$ cat config.mk
export PLATFORM = sky130hd
export DESIGN_NAME = carry_alu
export DESIGN_NICKNAME = d
export VERILOG_FILES = /design/src/rtl/carry_alu_pkg.sv /design/src/rtl/alu_add_unit.sv /design/src/rtl/alu_cmp_unit.sv /design/src/rtl/alu_byte_find.sv /design/src/rtl/alu_carry_reg.sv /design/src/rtl/carry_alu.sv
export SDC_FILE = /design/constraint.sdc
export NUM_CORES = 1
export LEC_CHECK = 0
export BUFFER_PORTS_ARGS = -buffer_cell sky130_fd_sc_hd__buf_4
export CORE_UTILIZATION = 40
export DETAILED_ROUTE_END_ITERATION = 7
export MAX_ROUTING_LAYER = met4
export PLACE_DENSITY = 0.71
export SKIP_CTS_REPAIR_TIMING = 1
export SLEW_MARGIN = 0
export SYNTH_ARGS = -nofsm -noshare
export SYNTH_HDL_FRONTEND = slang
export SYNTH_SLANG_ARGS = --single-unit
$ cat constraint.sdc
create_clock -name clk_i -period 4.3 [get_ports clk_i]
set_input_delay 0.215 -clock clk_i [delete_from_list [all_inputs] [get_ports clk_i]]
set_output_delay 0.215 -clock clk_i [all_outputs]
set_load 0.02 [all_outputs]
$ cat src/rtl/carry_alu_pkg.sv
package carry_alu_pkg;
  typedef enum logic [2:0] {
    OP_ADD   = 3'd0,
    OP_RSUB  = 3'd1,
    OP_CMP_S = 3'd2,
    OP_CMP_U = 3'd3,
    OP_BFIND = 3'd4
  } alu_op_e;
endpackage

$ cat src/rtl/alu_add_unit.sv
module alu_add_unit #(
  parameter int DATA_W = 32
) (
  input  logic [DATA_W-1:0] a_i,
  input  logic [DATA_W-1:0] b_i,
  input  logic              rsub_i,
  input  logic              cin_i,
  output logic [DATA_W-1:0] sum_o,
  output logic              cout_o
);
  logic [DATA_W-1:0] x, y;
  logic [DATA_W:0]   full;

  // reverse subtract: b + ~a + cin
  assign x = rsub_i ? b_i  : a_i;
  assign y = rsub_i ? ~a_i : b_i;
  assign full = {1'b0, x} + {1'b0, y} + {{DATA_W{1'b0}}, cin_i};
  assign sum_o  = full[DATA_W-1:0];
  assign cout_o = full[DATA_W];
endmodule

$ cat src/rtl/alu_cmp_unit.sv
module alu_cmp_unit #(
  parameter int DATA_W = 32
) (
  input  logic [DATA_W-1:0] a_i,
  input  logic [DATA_W-1:0] b_i,
  input  logic              signed_i,
  output logic [DATA_W-1:0] res_o
);
  localparam int MSB = DATA_W - 1;
  logic [DATA_W-1:0] diff;
  logic              sign_mix;

  assign diff     = b_i + ~a_i + {{(DATA_W-1){1'b0}}, 1'b1};
  assign sign_mix = a_i[MSB] ^ b_i[MSB];

  always_comb begin
    res_o = diff;
    if (sign_mix) res_o[MSB] = signed_i ? b_i[MSB] : a_i[MSB];
  end
endmodule

$ cat src/rtl/alu_byte_find.sv
module alu_byte_find #(
  parameter int DATA_W = 32,
  localparam int N_BYTES = DATA_W / 8,
  localparam int POS_W = $clog2(N_BYTES + 1)
) (
  input  logic [DATA_W-1:0] a_i,
  input  logic [DATA_W-1:0] b_i,
  output logic [POS_W-1:0]  pos_o
);
  logic [N_BYTES-1:0] hit;

  for (genvar g = 0; g < N_BYTES; g++) begin : g_byte
    assign hit[g] = (a_i[g*8 +: 8] == b_i[g*8 +: 8]);
  end

  // ascending scan: the highest byte lane that matches wins
  always_comb begin
    pos_o = '0;
    for (int i = 0; i < N_BYTES; i++) begin
      if (hit[i]) pos_o = POS_W'(N_BYTES - i);
    end
  end
endmodule

$ cat src/rtl/alu_carry_reg.sv
module alu_carry_reg (
  input  logic clk_i,
  input  logic rst_ni,
  input  logic we_i,
  input  logic d_i,
  output logic q_o,
  output logic q_mirror_o
);
  always_ff @(posedge clk_i or negedge rst_ni) begin
    if (!rst_ni) begin
      q_o        <= 1'b0;
      q_mirror_o <= 1'b0;
    end else if (we_i) begin
      q_o        <= d_i;
      q_mirror_o <= d_i;
    end
  end
endmodule

$ cat src/rtl/carry_alu.sv
module carry_alu
  import carry_alu_pkg::*;
#(
  parameter int DATA_W = 32
) (
  input  logic              clk_i,
  input  logic              rst_ni,
  input  logic [2:0]        op_i,
  input  logic [DATA_W-1:0] a_i,
  input  logic [DATA_W-1:0] b_i,
  input  logic              use_carry_i,
  input  logic              keep_i,
  output logic [DATA_W-1:0] result_o,
  output logic              carry_next_o,
  output logic              carry_we_o,
  output logic              carry_o,
  output logic              carry_mirror_o
);
  localparam int N_BYTES = DATA_W / 8;
  localparam int POS_W   = $clog2(N_BYTES + 1);

  alu_op_e           op;
  logic              is_arith, is_rsub, cin;
  logic [DATA_W-1:0] sum, cmp_res;
  logic              cout;
  logic [POS_W-1:0]  pos;

  assign op       = alu_op_e'(op_i);
  assign is_rsub  = (op == OP_RSUB);
  assign is_arith = (op == OP_ADD) || is_rsub;
  // default cin: 0 for add, 1 for reverse subtract
  assign cin      = use_carry_i ? carry_o : is_rsub;

  alu_add_unit #(.DATA_W(DATA_W)) u_add (
    .a_i(a_i), .b_i(b_i), .rsub_i(is_rsub), .cin_i(cin),
    .sum_o(sum), .cout_o(cout)
  );

  alu_cmp_unit #(.DATA_W(DATA_W)) u_cmp (
    .a_i(a_i), .b_i(b_i), .signed_i(op == OP_CMP_S), .res_o(cmp_res)
  );

  alu_byte_find #(.DATA_W(DATA_W)) u_find (
    .a_i(a_i), .b_i(b_i), .pos_o(pos)
  );

  always_comb begin
    unique case (op)
      OP_ADD, OP_RSUB:   result_o = sum;
      OP_CMP_S, OP_CMP_U: result_o = cmp_res;
      OP_BFIND:          result_o = {{(DATA_W-POS_W){1'b0}}, pos};
      default:           result_o = '0;
    endcase
  end

  assign carry_next_o = is_arith & cout;
  assign carry_we_o   = is_arith & ~keep_i;

  alu_carry_reg u_flag (
    .clk_i(clk_i), .rst_ni(rst_ni), .we_i(carry_we_o), .d_i(carry_next_o),
    .q_o(carry_o), .q_mirror_o(carry_mirror_o)
  );
endmodule

# After elaboration in Yosys (flattened, before gate mapping)
# Index checks and enable logic that the tools add are counted.
# word_totals
register_bits	1
latch_bits	0
mem_count	0
elab_cells	32
output_inout_bits	36
mem_bits_rw	0
romBits	0
# op_classes
mux	10
n_shift	0
n_reduce_logical	4
div	0
n_bitwise	5
n_lt_le_gt_ge	0
n_mul	0
addsub	4
eq_ne	8
# op_table
op	n
one-hot mux 32 bit (3 select lines)	1
2-to-1 mux 32 bit	2
adder 32 x 32 -> 33 bit	1
adder 33 x 1 -> 33 bit	1
adder 32 x 1 -> 32 bit, second input constant	1
adder 32 bit	1
equality test 8 bit	4
NOT 32 bit	1
2-to-1 mux 3 bit	4
equality test 3 x 2 -> 1 bit, second input constant	2
OR reduction 2 bit	2
equality test 3 x 1 -> 1 bit, second input constant	1
equality test 3 bit, second input constant	1
zero test 3 bit	1
2-to-1 mux 1 bit	3
AND 1 bit	2
logical OR 1 bit	1
NOT 1 bit	1
bitwise XOR 1 bit	1

# Depth between registers and ports, before layout
# Gate-level depths: netlist of run 1.
# logic_depth
depth_word	6
ltp_mapped	17
ltp_nobuf	14

# By module
# A second synthesis of run 1 with hierarchy kept.
# unflattened
hier_cells	699
area_unflattened_um2	5019.8
# modules_own_cells
module	area_each_um2	seq_area_each_um2	cells_per_inst	n_inst
alu_add_unit	2328.5	0.0	328	1
alu_cmp_unit	1666.6	0.0	240	1
carry_alu	583.1	0.0	81	1
alu_byte_find	394.1	0.0	47	1
alu_carry_reg	47.5	25.0	3	1

# Least setup slack after synthesis of run 1
# No wires, ideal clock.
# synth_path
path_kind	input to output
from	input op_i[2]
to	output result_o[30]
path_buffers	3
required_time_ns	4.085
setup_slack_ns	-0.172
t_arrival_ns	4.257
path_stages	16
path_cell_list	clkbuf_8 nor2_1 nand2_1 clkbuf_1 clkbuf_1 nand2_1 o21ai_0 fa_1 fa_1 a211o_1 a21oi_1 o21ai_1 a211oi_2 o31a_2 o21ai_0 o311ai_1
# synth_between
elab_chain_len	5
elab_cells_between_ends	13
cone_classes	add/sub (2); eq/ne (4); mux (4); reduce/logical (3)
# synth_rtl
element	line_no	rtl
start: declaration	carry_alu.sv:8	input logic [2:0] op_i,
equality test 3 x 1 -> 1 bit	carry_alu.sv:29, carry_alu.sv:48	
2-to-1 mux 32 bit (on tied branches)	alu_add_unit.sv:15, alu_add_unit.sv:16	
adder 32 x 32 -> 33 bit	alu_add_unit.sv:17	assign full = {1'b0, x} + {1'b0, y} + {{DATA_W{1'b0}}, cin_i};
adder 33 x 1 -> 33 bit	alu_add_unit.sv:17	
one-hot mux 32 bit (3 select lines) *	carry_alu.sv:48	unique case (op)
end: declaration	carry_alu.sv:13	output logic [DATA_W-1:0] result_o,
# Every way passes the cells marked *; elsewhere a longest branch is shown, timed or not.

# Worst setup path in the final report of run 1
# layout_path
from	input op_i[2]
to	output carry_next_o
# layout_between
elab_chain_len	5
elab_cells_between_ends	9
cone_classes	add/sub (2); eq/ne (1); mux (3); bitwise (1); reduce/logical (2)
# layout_rtl
element	line_no	rtl
equality test 3 x 1 -> 1 bit	carry_alu.sv:29	assign is_rsub = (op == OP_RSUB);
2-to-1 mux 32 bit (on tied branches)	alu_add_unit.sv:15, alu_add_unit.sv:16	
adder 32 x 32 -> 33 bit	alu_add_unit.sv:17	
adder 33 x 1 -> 33 bit	alu_add_unit.sv:17	
AND 1 bit *	carry_alu.sv:56	assign carry_next_o = is_arith & cout;
end: declaration	carry_alu.sv:14	output logic carry_next_o,
# Marked as above.

==> summary.txt, run 1 <==
Clock network
  – Clk slew on worst S/H paths: 0 ns
  – Clk Latency, worst-skew pair: 0 ns

Synth
  – Post-Synth Simple-Gate Area: between 20% and 30%
  – Syn_nets: 851
  – Synth Instances: slightly above 700
  – Mux cell area share after synthesis: 8.171%
  – Post-synth EDFFs: 0
  – Post-Syn Area: between 4000 and 5000 um^2
  – Synth Warn #: 0
  – Yosys cell types: 75
  – Main synth FF type: dfrtp_1
  – Main combinational cell family by area after synthesis: compound AO/OA/AOI/OAI gates
  – Compound-gate portion of the synthesized area: 36.58%
  – Async set-reset flop share out of synthesis: 100.0%
  – Sequential fraction of the synthesis area: less than 1%
  – Adder-cell area share of the yosys netlist: 17.61%
  – Yosys reg bits: 1
  – Post-synthesis xor/xnor area fraction: under 10%
  – Mean post-synth cell area: between 6 and 7 um^2

Drt
  – Initial DRC Count: 390
  – DRT antenna net count: 0
  – DR pass1 iterations: 7
  – WL/cell: around 16 um
  – Vias: roughly 5600
  – Residual DRC: 18
  – Final wirelength: 14.89 mm
  – Via density: 5.891

Setup path
  – Worst Path Buf+Inv: 2
  – Worst-path cell chain: buf_4, nor2_1, nand2_2, nand2_1, o21ai_0, fa_1, fa_1, a211o_1, a21oi_1, o21ai_1, a211oi_2, o31a_2, nor2b_1, o21ai_0, a311oi_1, buf_4
  – Slowest stage cell, crit path: fa_1
  – CP delay by family, top: compound AO/OA/AOI/OAI gates
  – Critical R2R Capture: u_flag.q_o
  – Critical Path RT: 4.09 ns
  – R2R cell count: 12
  – Crit start category: input pin
  – Slowest Stage Delay on Critical Path: between 0.4 and 0.5 ns
  – R2r startpoint: u_flag.q_o
  – R2R Setup Slk: roughly 0.81 ns
  – Worst Path Arrival: slightly below 4 ns
  – CP endpoint kind: output port
  – CP Class: input pin to output port
  – CP max FO: 11

STA
  – Total Neg Setup Slack: 0 ns
  – Setup Skew: 0 ns
  – Slew margin rel.: between 40% and 50%
  – Slew Viols, Final: 0
  – Post-route minimum period: around 4.1 ns
  – Final WS setup: 0.2361 ns
  – Final period util: a little over nine tenths
  – Unrepaired setup endpoints after global routing: no
  – Final Hold Vio Count: 0
  – Worst slew pin tran: about 0.78 ns
  – Max Clock Freq: around 0.25 GHz
  – Final-report setup violation count: 0

Floorplan
  – Die ar.: between 10000 and 15000 um^2
  – Die span in x: 110.9 um
  – Starting density of the core: between 40% and 50%
  – IO Pins: about 110
  – Row count: 39
  – CORE AREA: 11520 um^2
  – Die height: approximately 110 um

Cells and area
  – Area grow syn2layout: 19.37%
  – Top Registers: u_flag.q_o: 1 flops
  – Number of flip-flops in the largest register: 1
  – Post-layout net count: 940
  – Share of cells above drive strength 1: around a fifth
  – Post-Route Utilization: between 40 and 50%
  – Inserted Diodes: 0
  – Biggest register: u_flag.q_o

Power
  – P per Cell Area: around 180 nW/um^2
  – Max VDD drop: 91.45 uV
  – Leakage: approximately 0.0028 uW
  – Total power: 1030 uW

Worst hold path
  – Tightest Hold Check Type: input pin to async pin

Outcome
  – Status: finished, violations left
  – Failing checks: design-rule violations

Global route
  – First-pass GRT wire length: approximately 25 mm
  – Total gr overflow: 0
  – Largest net degree at the start of global routing: 46
  – Vias in the first global route: 5020
  – Antenna violations before repair: 0
  – Total track usage: 24.04%

Placement
  – Port bufs: ~110
  – HPWL Detailed: about 12 mm
  – Routability cong.: 0.9873
  – Pre-CTS setup slack: just over 0.3 ns

Run
  – Max-Cap Viols: 0
## placed cells by master, fill, tap and decap left out, types with 8 or more instances in the layout
cell and n:
buf_4 115, nand2_1 87, o21ai_0 74, ha_1 62, a21oi_1 61, nor2_1 49
inv_1 44, a21o_1 34, mux2_2 30, nand3_1 21, xnor2_1 20, xor2_1 17
nor3_1 16, nand4_1 12, o21a_1 11, a31oi_1 11, a211oi_1 10, nor2b_1 8
o22ai_1 8
## per-stage QoR
| stage | std cells | cell area [um^2] | hold WS, ns |
|---|---|---|---|
| after floorplan | 715 | 4755 | -0.08059 |
| after global placement | 944 | 5657 | -0.009236 |
| after detailed placement | 944 | 5657 | -0.008174 |
| after CTS | 944 | 5657 | -0.009117 |
| after global routing | 945 | 5667 | 0.5714 |
| final | 945 | 5667 | 0.5531 |
## cells by family after synthesis
logic type	count (synthesis)
buffers and inverters	73
XOR/XNOR	37
AND/OR/NAND/NOR	236
adder cells (fa/ha/maj)	65
AO/OA/AOI/OAI	268
flip-flops	1
multiplexers	35
## per-layer routing
layer	vias to the layer above	track usage, %	share of wire (%)
met4	0	3.379	1.9
met2	189	39.16	45
li1	2828	-	-
met5	-	-	0
met3	28	0.8201	5.3
met1	2522	33.70	47
## layout make-up
type | count | area, um^2
tap | 143 | 178.9
multi-input combinational | 641 | 4424
sequential | 1 | 25.02
timing repair buffer | 116 | 873.3
inverter | 44 | 165.2
fill | 1218 | 5849
## Yosys cell counts (all sizes together), types with 16 or more instances
| master | count | area, um^2 |
|---|---|---|
| a21o | 34 | 255.2 |
| a21oi | 63 | 322.8 |
| clkbuf | 21 | 90.08 |
| ha | 62 | 775.7 |
| inv | 44 | 165.2 |
| mux2 | 30 | 337.8 |
| nand2 | 88 | 330.3 |
| nand3 | 21 | 105.1 |
| nor2 | 50 | 190.2 |
| nor3 | 16 | 80.08 |
| o21ai | 79 | 402.9 |
| xnor2 | 20 | 175.2 |
| xor2 | 17 | 148.9 |
## worst max path at each step
| stage | from | endpoint | slack [ns] | cells after the start |
|---|---|---|---|---|
| after global routing | op_i[2] | carry_next_o | 0.03 | 16 |
| final | op_i[2] | carry_next_o | 0.24 | 16 |
| after global placement | op_i[2] | carry_next_o | 0.35 | 16 |
| after detailed placement | op_i[2] | carry_next_o | 0.30 | 16 |
| after floorplan | op_i[2] | result_o[30] | 0.02 | 16 |
| after CTS | op_i[2] | carry_next_o | 0.29 | 16 |
## power by group
group          switching [uW]  internal [uW]  total (uW)
Sequential               2.57           12.0        14.5
Combinational             579            437        1020
Clock                       0              0           0
(Power assumes the default switching activity.)
==> run 2, diff against run 1 <==
PLACE_DENSITY = 0.69   (was 0.71)
clock period = 4.4 ns   (was 4.3 ns; I/O delays follow)
==> run 2 against run 1 <==
Against the previous run:
- the flow finishes with violations (design-rule violations, negative hold slack)
- sequential share of layout area barely moved
- wire length down 0.38%
- design area barely moved
- largest power group unchanged
- global-route usage is 0.41 points lower
- critical path type unchanged
- clock skew unchanged
==> summary.txt, run 2 (synthesis gave the netlist of run 1 again) <==
STA
  – Worst slew pin tran: 0.8083 ns (+0.02930 ns)
  – Final Hold Vio Count: 1 (+1)
  – Slew Viols, Final: 0 (unchanged)
  – Slew margin rel.: 45.92% (-2.0 points)
  – Final-report setup violation count: 0 (unchanged)
  – Unrepaired setup endpoints after global routing: no
  – Setup Skew: 0 ns (unchanged)
  – Final hold slack: -0.004889 ns (-0.5580 ns)
  – Post-route minimum period: around 4 ns
  – Total Neg Setup Slack: 0 ns (unchanged)
  – Final period util: 91.00%
  – Max Clock Freq: ~0.25 GHz

Global route
  – Antenna violations before repair: 0 (unchanged)
  – Vias in the first global route: 4936 (-1.7%)
  – Largest net degree at the start of global routing: 49 (+6.5%)
  – Total gr overflow: 0 (unchanged)
  – First-pass GRT wire length: 23.97 mm (-2.3%)
  – Total track usage: 23.64% (-0.41 points)

Cells and area
  – Most frequent cells in the layout: 116 x buf_4, 87 x nand2_1, 74 x o21ai_0, 62 x ha_1, 60 x a21oi_1
  – Fin area: 5668 um^2 (about the same)
  – Number of flip-flops in the largest register: 1 (unchanged)
  – Share of cells above drive strength 1: 21.07% (+0.25 points)
  – Most common cell after layout, fill and taps aside: buf_4
  – Area grow syn2layout: 19.40% (about the same)
  – Fin cells: 945 (unchanged)
  – Post-layout net count: 940 (unchanged)
  – Biggest register: u_flag.q_o
  – Inserted Diodes: 0 (unchanged)
  – Top Registers: u_flag.q_o: 1 flops

Placement
  – Dpl cells: 945 (+0.11%)
  – Area post-placement: 5664 um^2 (+0.13%)
  – HPWL Detailed: 12.03 mm (-0.74%)
  – Routability cong.: 0.9268 (-6.1%)
  – Port bufs: 106 (unchanged)

Drt
  – WL/cell: 15.69 um (-0.38%)
  – Via density: 5.867 (-0.41%)
  – Residual DRC: 18 (unchanged)
  – Final wirelength: 14.83 mm (-0.38%)
  – DRT antenna net count: 0 (unchanged)
  – DR pass1 iterations: 7 (unchanged)
  – Vias: 5544 (-0.41%)
  – Initial DRC Count: 460 (+18%)

Setup path
  – Crit start category: input pin
  – Worst-path cell chain: buf_4, nor2_1, nand2_2, buf_4, mux2_2, ha_1, nand2_1, o21ai_0, nand3_1, a21o_1, a211oi_1, o21ai_0, mux2i_1, o311ai_0, buf_4
  – Slowest Stage Delay on Critical Path: 0.42 ns (-0.07 ns)
  – CP endpoint kind: output port
  – CP Class: input pin to output port
  – CP max FO: 48 (+37)
  – Slowest stage cell, crit path: buf_4
  – Most used cell, CP: buf_4
  – Worst Path Arrival: 3.78 ns (-0.07 ns)
  – Critical Path RT: 4.18 ns (+0.09 ns)

Power
  – Leakage: 0.002761 uW (about the same)
  – P per Cell Area: 177.4 nW/um^2 (-2.4%)
  – Max VDD drop: 86.79 uV (-5.1%)

Floorplan
  – Row count: 39 (unchanged)
  – Die ar.: 12310 um^2 (unchanged)
  – Die height: 110.9 um (unchanged)
  – Starting density of the core: 41.22% (unchanged)
  – Die span in x: 110.9 um (unchanged)
  – CORE AREA: 11520 um^2 (unchanged)
  – IO Pins: 107 (unchanged)

Run
  – Max-Cap Viols: 0 (unchanged)

Clock network
  – Clk Latency, worst-skew pair: 0 ns (unchanged)
  – Clk slew on worst S/H paths: 0 ns (unchanged)

Outcome
  – Failing checks: design-rule violations, negative hold slack
  – Status: finished, violations left

Worst hold path
  – Tightest Hold Check Type: input pin to async pin
run 2: cell types whose count changed in the layout (fill, tap and decap cells not counted), sizes merged:
cell	previous run	this run
buf	115	116
dlygate4sd3	1	0
run 2: final cells by class:
type,instances,area [um^2]
tap,143,178.9
timing repair buffer,116,870.8
sequential,1,25.02
multi-input combinational,641,4428
fill,1243,5848
inverter,44,165.2
run 2: through the flow:
step,hold slack (ns),total power [uW],setup slack (ns),util (%)
global route,0.0005980,1100,0.08704,49.22
finish,-0.004889,1006,0.3961,49.22
floorplan,-0.07559,701.0,0.07491,-
global placement,-0.004875,987.7,0.4703,49.19
CTS,-0.004258,991.9,0.3420,49.19
detailed placement,-0.003949,985.8,0.3609,49.19
run 2: worst max-delay path, delay by kind of cell:
kind / cells / cell delay, ns
muxes: 2 / 0.56
and+or+nand+nor: 4 / 0.49
adders and majority gates: 1 / 0.37
buffers and inverters: 3 / 0.69
AOI/OAI and AO/OA: 5 / 1.43
run 2: final timing paths:
check,start,to,slack (ns),cells past startpoint
min in group clk_i,keep_i,u_flag.q_o,0.62,4
min reg2reg,u_flag.q_o,u_flag.q_o,0.68,2
min,rst_ni,u_flag.q_o,-0.005,1
max in group asynchronous,rst_ni,u_flag.q_o,4.32,1
max reg2reg,u_flag.q_o,u_flag.q_o,0.97,12
max,op_i[2],result_o[31],0.40,15
run 2: power breakdown:
part	leakage [uW]	switching [uW]	internal, uW
Combinational	0.00275	565	426
Clock	0	0	0
Sequential	0.0000116	2.55	11.7
run 2: per-layer routing:
metal	track usage, %	vias up	share of wire (%)
met5	-	-	0
li1	-	2839	-
met3	1.258	14	6.1
met1	33.98	2491	49
met2	37.40	200	44
met4	2.648	0	1.2
